<file path="config.mk">
export PLATFORM = sky130hd
export DESIGN_NAME = ns_rtc
export DESIGN_NICKNAME = d
export VERILOG_FILES = /design/src/rtl/ns_rtc_pkg.sv /design/src/rtl/ns_rtc_decode.sv /design/src/rtl/ns_rtc_timebase.sv /design/src/rtl/ns_rtc_alarm.sv /design/src/rtl/ns_rtc.sv
export SDC_FILE = /design/constraint.sdc
export NUM_CORES = 1
export LEC_CHECK = 0
export BUFFER_PORTS_ARGS = -buffer_cell sky130_fd_sc_hd__buf_2
export CORE_UTILIZATION = 61
export DETAILED_ROUTE_END_ITERATION = 12
export HOLD_SLACK_MARGIN = 0.02
export PLACE_DENSITY = 0.88
export SLEW_MARGIN = 25
export SYNTH_ARGS = -nofsm -noshare
export SYNTH_HDL_FRONTEND = slang
export SYNTH_SLANG_ARGS = --single-unit
export TNS_END_PERCENT = 100
</file>
<file path="constraint.sdc">
create_clock -name clk -period 7.84 [get_ports clk]
set_input_delay 1.568 -clock clk [delete_from_list [all_inputs] [get_ports clk]]
set_output_delay 1.568 -clock clk [all_outputs]
set_load 0.01 [all_outputs]
</file>
<file path="src/rtl/ns_rtc_pkg.sv">
package ns_rtc_pkg;

    localparam int TIME_W = 64;
    localparam int DATA_W = 32;
    localparam int ADDR_W = 6;

    typedef enum logic [ADDR_W-1:0] {
        OFF_TIME_LO  = 6'h00,
        OFF_TIME_HI  = 6'h04,
        OFF_ALM_LO   = 6'h08,
        OFF_ALM_HI   = 6'h0C,
        OFF_IRQ_EN   = 6'h10,
        OFF_ALM_CLR  = 6'h14,
        OFF_ALM_STAT = 6'h18,
        OFF_IRQ_ACK  = 6'h1C
    } reg_off_e;

    typedef struct packed {
        logic time_lo_wr;
        logic time_hi_wr;
        logic alm_lo_wr;
        logic alm_hi_wr;
        logic en_wr;
        logic alm_clr;
        logic irq_ack;
        logic time_lo_rd;
        logic any_rd;
    } bus_cmd_t;

    // Overwrite one 32-bit half of a 64-bit word.
    function automatic logic [TIME_W-1:0] put_half(
        input logic [TIME_W-1:0] base,
        input logic              upper,
        input logic [DATA_W-1:0] d
    );
        logic [TIME_W-1:0] r;
        r = base;
        if (upper) r[TIME_W-1:DATA_W] = d;
        else       r[DATA_W-1:0]      = d;
        return r;
    endfunction

endpackage

</file>
<file path="src/rtl/ns_rtc_decode.sv">
module ns_rtc_decode
    import ns_rtc_pkg::*;
(
    input  logic              bus_valid,
    input  logic              bus_write,
    input  logic [ADDR_W-1:0] bus_addr,
    output bus_cmd_t          cmd
);
    logic wr, rd;

    always_comb begin
        wr = bus_valid && bus_write;
        rd = bus_valid && !bus_write;
        cmd.time_lo_wr = wr && (bus_addr == OFF_TIME_LO);
        cmd.time_hi_wr = wr && (bus_addr == OFF_TIME_HI);
        cmd.alm_lo_wr  = wr && (bus_addr == OFF_ALM_LO);
        cmd.alm_hi_wr  = wr && (bus_addr == OFF_ALM_HI);
        cmd.en_wr      = wr && (bus_addr == OFF_IRQ_EN);
        cmd.alm_clr    = wr && (bus_addr == OFF_ALM_CLR);
        cmd.irq_ack    = wr && (bus_addr == OFF_IRQ_ACK);
        cmd.time_lo_rd = rd && (bus_addr == OFF_TIME_LO);
        cmd.any_rd     = rd;
    end
endmodule

</file>
<file path="src/rtl/ns_rtc_timebase.sv">
module ns_rtc_timebase
    import ns_rtc_pkg::*;
#(
    parameter logic [TIME_W-1:0] RESET_TIME = '0,
    parameter int unsigned       STEP_NS    = 10
) (
    input  logic              clk,
    input  logic              rst,
    input  bus_cmd_t          cmd,
    input  logic [DATA_W-1:0] wdata,
    output logic [TIME_W-1:0] time_q,
    output logic [TIME_W-1:0] time_nxt,
    output logic [DATA_W-1:0] hold_q
);
    localparam logic [TIME_W-1:0] STEP = TIME_W'(STEP_NS);

    always_comb begin
        if (cmd.time_lo_wr)      time_nxt = put_half(time_q, 1'b0, wdata);
        else if (cmd.time_hi_wr) time_nxt = put_half(time_q, 1'b1, wdata);
        else                     time_nxt = time_q + STEP;
    end

    always_ff @(posedge clk) begin
        if (rst) begin
            time_q <= RESET_TIME;
            hold_q <= '0;
        end else begin
            time_q <= time_nxt;
            if (cmd.time_lo_rd) hold_q <= time_q[TIME_W-1:DATA_W];
        end
    end
endmodule

</file>
<file path="src/rtl/ns_rtc_alarm.sv">
module ns_rtc_alarm
    import ns_rtc_pkg::*;
(
    input  logic              clk,
    input  logic              rst,
    input  bus_cmd_t          cmd,
    input  logic [DATA_W-1:0] wdata,
    input  logic [TIME_W-1:0] time_nxt,
    output logic [TIME_W-1:0] target_q,
    output logic              armed_q,
    output logic              pend_q,
    output logic              en_q,
    output logic              irq
);
    logic [TIME_W-1:0] target_n;
    logic              fire_now, match, set_pend, armed_n;

    always_comb begin
        target_n = target_q;
        if (cmd.alm_lo_wr) target_n = put_half(target_n, 1'b0, wdata);
        if (cmd.alm_hi_wr) target_n = put_half(target_n, 1'b1, wdata);

        fire_now = cmd.alm_lo_wr && (target_n <= time_nxt);
        match    = armed_q && (time_nxt >= target_q);

        if (cmd.alm_lo_wr) begin
            armed_n  = !fire_now;
            set_pend = fire_now;
        end else if (cmd.alm_clr) begin
            armed_n  = 1'b0;
            set_pend = 1'b0;
        end else begin
            armed_n  = armed_q && !match;
            set_pend = match;
        end
    end

    always_ff @(posedge clk) begin
        if (rst) begin
            target_q <= '0;
            armed_q  <= 1'b0;
            pend_q   <= 1'b0;
            en_q     <= 1'b0;
        end else begin
            target_q <= target_n;
            armed_q  <= armed_n;
            if (set_pend)         pend_q <= 1'b1;
            else if (cmd.irq_ack) pend_q <= 1'b0;
            if (cmd.en_wr)        en_q   <= wdata[0];
        end
    end

    assign irq = pend_q && en_q;
endmodule

</file>
<file path="src/rtl/ns_rtc.sv">
module ns_rtc
    import ns_rtc_pkg::*;
#(
    parameter logic [63:0] RESET_TIME = 64'd0,
    parameter int unsigned STEP_NS    = 10
) (
    input  logic        clk,
    input  logic        rst,
    input  logic        bus_valid,
    input  logic        bus_write,
    input  logic [5:0]  bus_addr,
    input  logic [31:0] bus_wdata,
    output logic [31:0] bus_rdata,
    output logic        irq
);
    bus_cmd_t          cmd;
    logic [TIME_W-1:0] time_q, time_nxt, target_q;
    logic [DATA_W-1:0] hold_q;
    logic              alm_armed, alm_pend, irq_en;

    ns_rtc_decode u_dec (
        .bus_valid (bus_valid),
        .bus_write (bus_write),
        .bus_addr  (bus_addr),
        .cmd       (cmd)
    );

    ns_rtc_timebase #(
        .RESET_TIME (RESET_TIME),
        .STEP_NS    (STEP_NS)
    ) u_time (
        .clk      (clk),
        .rst      (rst),
        .cmd      (cmd),
        .wdata    (bus_wdata),
        .time_q   (time_q),
        .time_nxt (time_nxt),
        .hold_q   (hold_q)
    );

    ns_rtc_alarm u_alm (
        .clk      (clk),
        .rst      (rst),
        .cmd      (cmd),
        .wdata    (bus_wdata),
        .time_nxt (time_nxt),
        .target_q (target_q),
        .armed_q  (alm_armed),
        .pend_q   (alm_pend),
        .en_q     (irq_en),
        .irq      (irq)
    );

    logic [DATA_W-1:0] rd_mux;

    always_comb begin
        case (reg_off_e'(bus_addr))
            OFF_TIME_LO:  rd_mux = time_q[DATA_W-1:0];
            OFF_TIME_HI:  rd_mux = hold_q;
            OFF_ALM_LO:   rd_mux = target_q[DATA_W-1:0];
            OFF_ALM_HI:   rd_mux = target_q[TIME_W-1:DATA_W];
            OFF_IRQ_EN:   rd_mux = {{(DATA_W-1){1'b0}}, irq_en};
            OFF_ALM_STAT: rd_mux = {{(DATA_W-1){1'b0}}, alm_armed};
            default:      rd_mux = '0;
        endcase
    end

    always_ff @(posedge clk) begin
        if (rst)             bus_rdata <= '0;
        else if (cmd.any_rd) bus_rdata <= rd_mux;
        else                 bus_rdata <= '0;
    end
endmodule

</file>
==> flow_summary.ini, run 1 <==
[outcome]
outcome = complete, no violations

[place]
detailed_place.area_um2 = 12800
dp_hpwl_um = 26500
placement.io_buffers = 74
dpl_worst_slack_ns = 1.61
gp_congestion = 0.990
post-place-cells = 1765

[drt]
routedWlPerCell_um = 21.4
total_vias_in_the_final_route = 11900
route.final.wire_length_um = 38400
post_drt_via_cell_ratio = 6.63
detail_route.first_pass.iterations = 8
dr.first_iter.drc_count = 1900
ant_nets = 0
drcViolationCount = 0

[power]
power_leakage_nw = 6.02
worst_ir_drop_vdd_v = 0.000148
power-per-cell-area_nw_per_um2 = 162

[sta]
setup_slack_ns = 1.76
fin_crit_ns = 6.08
clock-skew-final_ns = 0.00861
layout_worst_path_cycle_share_pct = 77.5
report.final.setup_viol = 0
worst_slew_margin_relative_to_its_limit_pct = 25.9
grt_setup_unrepaired = no
maximum_frequency_from_static_timing_analysis_mhz = 165
worst-slew-pin-transition_ns = 1.11
finalMaxSlewViolations = 0
final_hold_viol_count = 0
timing.setup.tns_ns = 0

[floorplanning]
fp.dieH_um = 144
die-area_um2 = 20600
initial_standard_cell_utilization_of_the_core_pct = 62.5
core.rowCount = 51
num_io_pins = 75
chipWidth_um = 144
floorplan.core_area_um2 = 19600

[setup_path]
crit_slowest_cell = nor4_1
maximum_fanout_along_the_worst_path = 25
worstSetupStartpoint = bus_addr[3]
worst_ep_arrival_time_ns = 6.42
setup.worst_path.class = input port to flip-flop
timing.critical_path.cells = buf_2 > nor3_1 > nand3_2 > and4_1 > nand3_1 > xor2_1 > a21oi_1 > inv_1 > ha_1 > and4_1 > nand4_1 > nor4_1 > o41a_1 > o21ai_0 > a21o_1 > a21o_1
timing.critical_path.required_ns = 8.18
setup.worst_path.start_class = input port
critPathCaptureType = flip-flop
critical_path.reg2reg.startpoint = u_time.time_q[4]
worst_path_largest_cell_delay_ns = 0.83

[synthesis]
mappedNetlistArea_um2 = 12200
ys_async_sr_fraction_pct = 0
synth_ff_type = dfxtp_1
synth.lib_cells_used.distinct = 76
mapped_avg_cell_area_um2 = 8.23
postSynthCellCount = 1487
warning_count_from_the_yosys_run = 0
synth_fp_nets = 1658
yosys_register_bits = 195
synth-edff-count = 0
synth-seq-area-share_pct = 31.9

[global_routing]
grtUsageTotal_pct = 37.9
antenna_found_initial = 0
grt_pass1_vias = 11100
grt_pass1_wl_um = 59600
overflow_after_grt = 0
grt_max_degree = 101

[clock_network]
cts_setup_buffers = 0
clock_tree.root_cell = clkbuf_16
cts.sinks = 195
cts_made_buffers = 17
clk_pin_slew_worst_paths_ns = 0.07
cts.htree.levels = 4
holdBufCountCts = 0
clock_insertion_delay_worst_skew_ns = 0.45
cts_tree = done
cts_max_path_buffers = 2
cts_resized = 0

[flow_run]
maxCapViolations = 0

[layout]
num-fill-cells = 1525
stdcell_area_um2 = 13400
diodes = 0
post_layout_nonfiller_instances = 1794
area_delta_synth_final_pct = 9.81
num-nets-final = 1690
drive_gt1_share_pct = 13.9

[hold_path]
hp-start = u_time.hold_q[4]
timing.hold.worst.class = flip-flop to flip-flop
## per-layer routing
metal,vias up,wire (um),GRT usage (%)
met5,-,0,0
met4,0,1550,17.0
met3,158,4330,6.86
met2,834,17500,61.3
met1,5533,15100,49.3
li1,5374,-,-
## cell type report
type                    instances  area [um^2]  share of cell area, %
well taps                     265          332                   2.47
inverters                     135          507                   3.77
clock inverters                11          225                   1.68
flip-flops and latches        195         3900                   29.0
clock buffers                  18          429                   3.19
repair buffers                 89          489                   3.64
multi-input cells            1081         7560                   56.2
## cell usage after synthesis, drive strengths merged (18+ instances only)
master    n  share of area [%]
dfxtp   195                 32
nand2   155                4.8
a21oi   143                5.8
inv     135                4.1
ha      129                 13
nor2    118                3.6
nor2b    65                3.3
mux2     63                5.8
clkbuf   58                1.8
nand3    43                1.8
nand4    37                2.0
a222oi   32                2.6
o21ai    27                1.1
xnor2    27                1.9
and4     23                1.7
a21o     19                1.2
mux2i    19                1.6
buf      18               0.71
## flip-flops by register name, summed over array words and instances (netlist names)
name	cells
u_alm.target_q	64
u_alm.en_q	1
u_alm.pend_q	1
u_alm.armed_q	1
u_time.hold_q	32
u_time.time_q	64
bus_rdata	32
## layout by cell type (no fill, tap or decap), types with 27 or more instances in the layout
cell type	n
mux2_2	63
nand2_1	154
nor2b_1	65
a222oi_1	32
ha_1	129
xnor2_1	27
a21oi_1	143
buf_2	73
nor2_1	115
nand4_1	35
inv_1	134
o21ai_0	27
dfxtp_1	195
nand3_1	41
## critical path, delay by kind of cell
family	cells	cell delay, ns
AOI/OAI and AO/OA	5	1.02
and+or+nand+nor	7	3.14
xor gates and xnor gates	1	0.06
buffers and inverters	2	0.26
adders and majority gates	1	0.32
## worst paths after layout
path / endpoint / slack, ns / cells past startpoint
worst max-delay path: u_alm.pend_q / 1.76 / 16
worst min-delay path: u_time.hold_q[4] / 0.46 / 2
worst max register to register: u_alm.armed_q / 2.62 / 14
worst min register to register: u_time.hold_q[4] / 0.46 / 2
## cell families after synthesis
group           count (synthesis)  share of synthesized area, %
fa+ha+maj                     129                          13.2
buf+inv                       211                          6.62
xor+xnor                       35                          2.50
flops                         195                          31.9
simple gates                  525                          21.8
mux                            83                          7.53
compound gates                309                          16.5
## report_power, final
| group | switching, mW | internal (mW) |
|---|---|---|
| Sequential | 0.00886 | 0.995 |
| Clock | 0.410 | 0.598 |
| Combinational | 0.109 | 0.0547 |
## through the flow
stage | hold WS (ns) | power (mW) | utilization, %
3_5_place_dp | 0.446 | 1.18 | 65.3
2_1_floorplan | 0.436 | 1.11 | -
6_report | 0.457 | 2.18 | 68.6
4_1_cts | 0.456 | 2.16 | 68.6
3_3_place_gp | 0.442 | 1.18 | 65.3
5_1_grt | 0.475 | 2.22 | 68.6
(Power assumes the default switching activity.)
==> run 2: changes to the inputs <==
==> constraint.sdc (replaced) <==
create_clock -name clk -period 5.65 [get_ports clk]
set_input_delay 1.13 -clock clk [delete_from_list [all_inputs] [get_ports clk]]
set_output_delay 1.13 -clock clk [all_outputs]
set_load 0.01 [all_outputs]
==> flow_summary.ini, run 2 (synthesis results as in run 1) <==
[sta]
timing.setup.tns_ns = 0
hold-worst-slack_ns = 0.458
layout_worst_path_cycle_share_pct = 89.4
report.final.setup_viol = 0
maximum_frequency_from_static_timing_analysis_mhz = 198
finalMaxSlewViolations = 0
worst_slew_margin_relative_to_its_limit_pct = 33.2
fin_crit_ns = 5.05
final_hold_viol_count = 0
grt_setup_unrepaired = no
clock-skew-final_ns = 0.0125
setup_slack_ns = 0.596
worst-slew-pin-transition_ns = 1.00

[setup_path]
setup.worst_path.start_class = flip-flop
worst_ep_arrival_time_ns = 5.44
setup.worst_path.class = flip-flop to flip-flop
timing.critical_path.required_ns = 6.04
buffers_plus_inverters_on_the_worst_setup_path = 1
critPathTopFamily = simple AND/OR/NAND/NOR gates
critPathCaptureType = flip-flop
timing.critical_path.cells = and4_1 > nand4_1 > nor4_1 > nand3_1 > xnor2_1 > mux2i_1 > inv_1 > ha_1 > nand4_1 > nor4_1 > a22oi_1 > a31o_2 > o31a_1 > a221oi_1 > a21o_1
crit_slowest_cell = nor4_1
worst_path_largest_cell_delay_ns = 0.78
maximum_fanout_along_the_worst_path = 6

[drt]
route.final.wire_length_um = 38300
drcViolationCount = 0
dr.first_iter.drc_count = 1788
post_drt_via_cell_ratio = 6.59
routedWlPerCell_um = 21.2
total_vias_in_the_final_route = 11900
ant_nets = 0
detail_route.first_pass.iterations = 8

[layout]
num-nets-final = 1703
most_common_cell_after_layout_fill_and_taps_aside = dfxtp_1
stdcell_area_um2 = 13600
num-fill-cells = 1525
final_cell_utilization_of_the_core_pct = 69.2
top_regs = u_alm.target_q: 64 flops, u_time.time_q: 64 flops
diodes = 0
area_delta_synth_final_pct = 10.8
post_layout_nonfiller_instances = 1809
layout_common_cells = 195 x dfxtp_1, 154 x nand2_1, 143 x a21oi_1
drive_gt1_share_pct = 14.6

[global_routing]
antenna_found_initial = 0
grtUsageTotal_pct = 38.3
grt_max_degree = 68
grt_pass1_vias = 11400
overflow_after_grt = 0
grt_pass1_wl_um = 60400

[clock_network]
clock_insertion_delay_worst_skew_ns = 0.45
cts_setup_buffers = 0
cts_tree = done
clock_tree.root_cell = clkbuf_16
clk_pin_slew_worst_paths_ns = 0.07
cts_resized = 0
cts.htree.levels = 4
cts_made_buffers = 17
cts.sinks = 195
cts_max_path_buffers = 2
holdBufCountCts = 0

[hold_path]
timing.hold.worst.class = flip-flop to flip-flop

[power]
worst_ir_drop_vdd_v = 0.000219
design_power_total_mw = 3.01
power_leakage_nw = 6.08
power-per-cell-area_nw_per_um2 = 222

[floorplanning]
core.rowCount = 51
fp.dieH_um = 144
num_io_pins = 75
die-area_um2 = 20600
chipWidth_um = 144
floorplan.core_area_um2 = 19600
initial_standard_cell_utilization_of_the_core_pct = 62.5

[outcome]
outcome = complete, no violations

[flow_run]
maxCapViolations = 0

[place]
placement.io_buffers = 74
dp_hpwl_um = 27600
detailed_place.area_um2 = 12900
gp_congestion = 1.01
post-place-cells = 1778
dpl_worst_slack_ns = 0.349
run 2: cell count changes in the layout (fill, tap and decap cells not counted):
cell      change
inv_8         -1
o31ai_1       +1
o31ai_2       -1
clkinv_2      +3
buf_12        +2
buf_4        +12
buf_6         -1
run 2: cell type report:
type                    instances  area [um^2]  area share [%]
well taps                     265          332            2.44
inverters                     135          507            3.74
repair buffers                102          608            4.48
clock inverters                13          229            1.69
multi-input cells            1081         7550            55.7
clock buffers                  18          429            3.16
flip-flops and latches        195         3900            28.8
run 2: worst paths after layout:
path                                   startpoint                 to  slack (ns)  cells past startpoint
worst max-delay path             u_time.time_q[5]       u_alm.pend_q        0.60                     15
worst min register to register  u_time.hold_q[11]  u_time.hold_q[11]        0.46                      2
worst max register to register   u_time.time_q[5]       u_alm.pend_q        0.60                     15
worst min-delay path            u_time.hold_q[11]  u_time.hold_q[11]        0.46                      2
run 2: per-layer routing:
layer  vias to the layer above  wire, um  global-route usage, %
met3                       167      4350                   7.73
li1                       5395         -                      -
met4                         0      1620                   18.7
met2                       842     17000                   59.6
met1                      5519     15400                   50.5
met5                         -         0                      0
run 2: worst reg2reg max path, stage by stage (launching register included):
cell and delay [ns]:
dfxtp_1 0.46, and4_1 0.40, nand4_1 0.44, nor4_1 0.79, nand3_1 0.18, xnor2_1 0.16
mux2i_1 0.25, inv_1 0.08, ha_1 0.30, nand4_1 0.28, nor4_1 0.57, a22oi_1 0.24
a31o_2 0.30, o31a_1 0.12, a221oi_1 0.29, a21o_1 0.15
run 2: where the power goes:
part | internal, mW | leakage, nW | switching (mW) | total [mW]
clock network | 0.829 | 0.321 | 0.553 | 1.38
registers | 1.38 | 1.57 | 0.0108 | 1.39
logic | 0.0833 | 4.19 | 0.151 | 0.235
total | 2.29 | 6.08 | 0.715 | 3.01
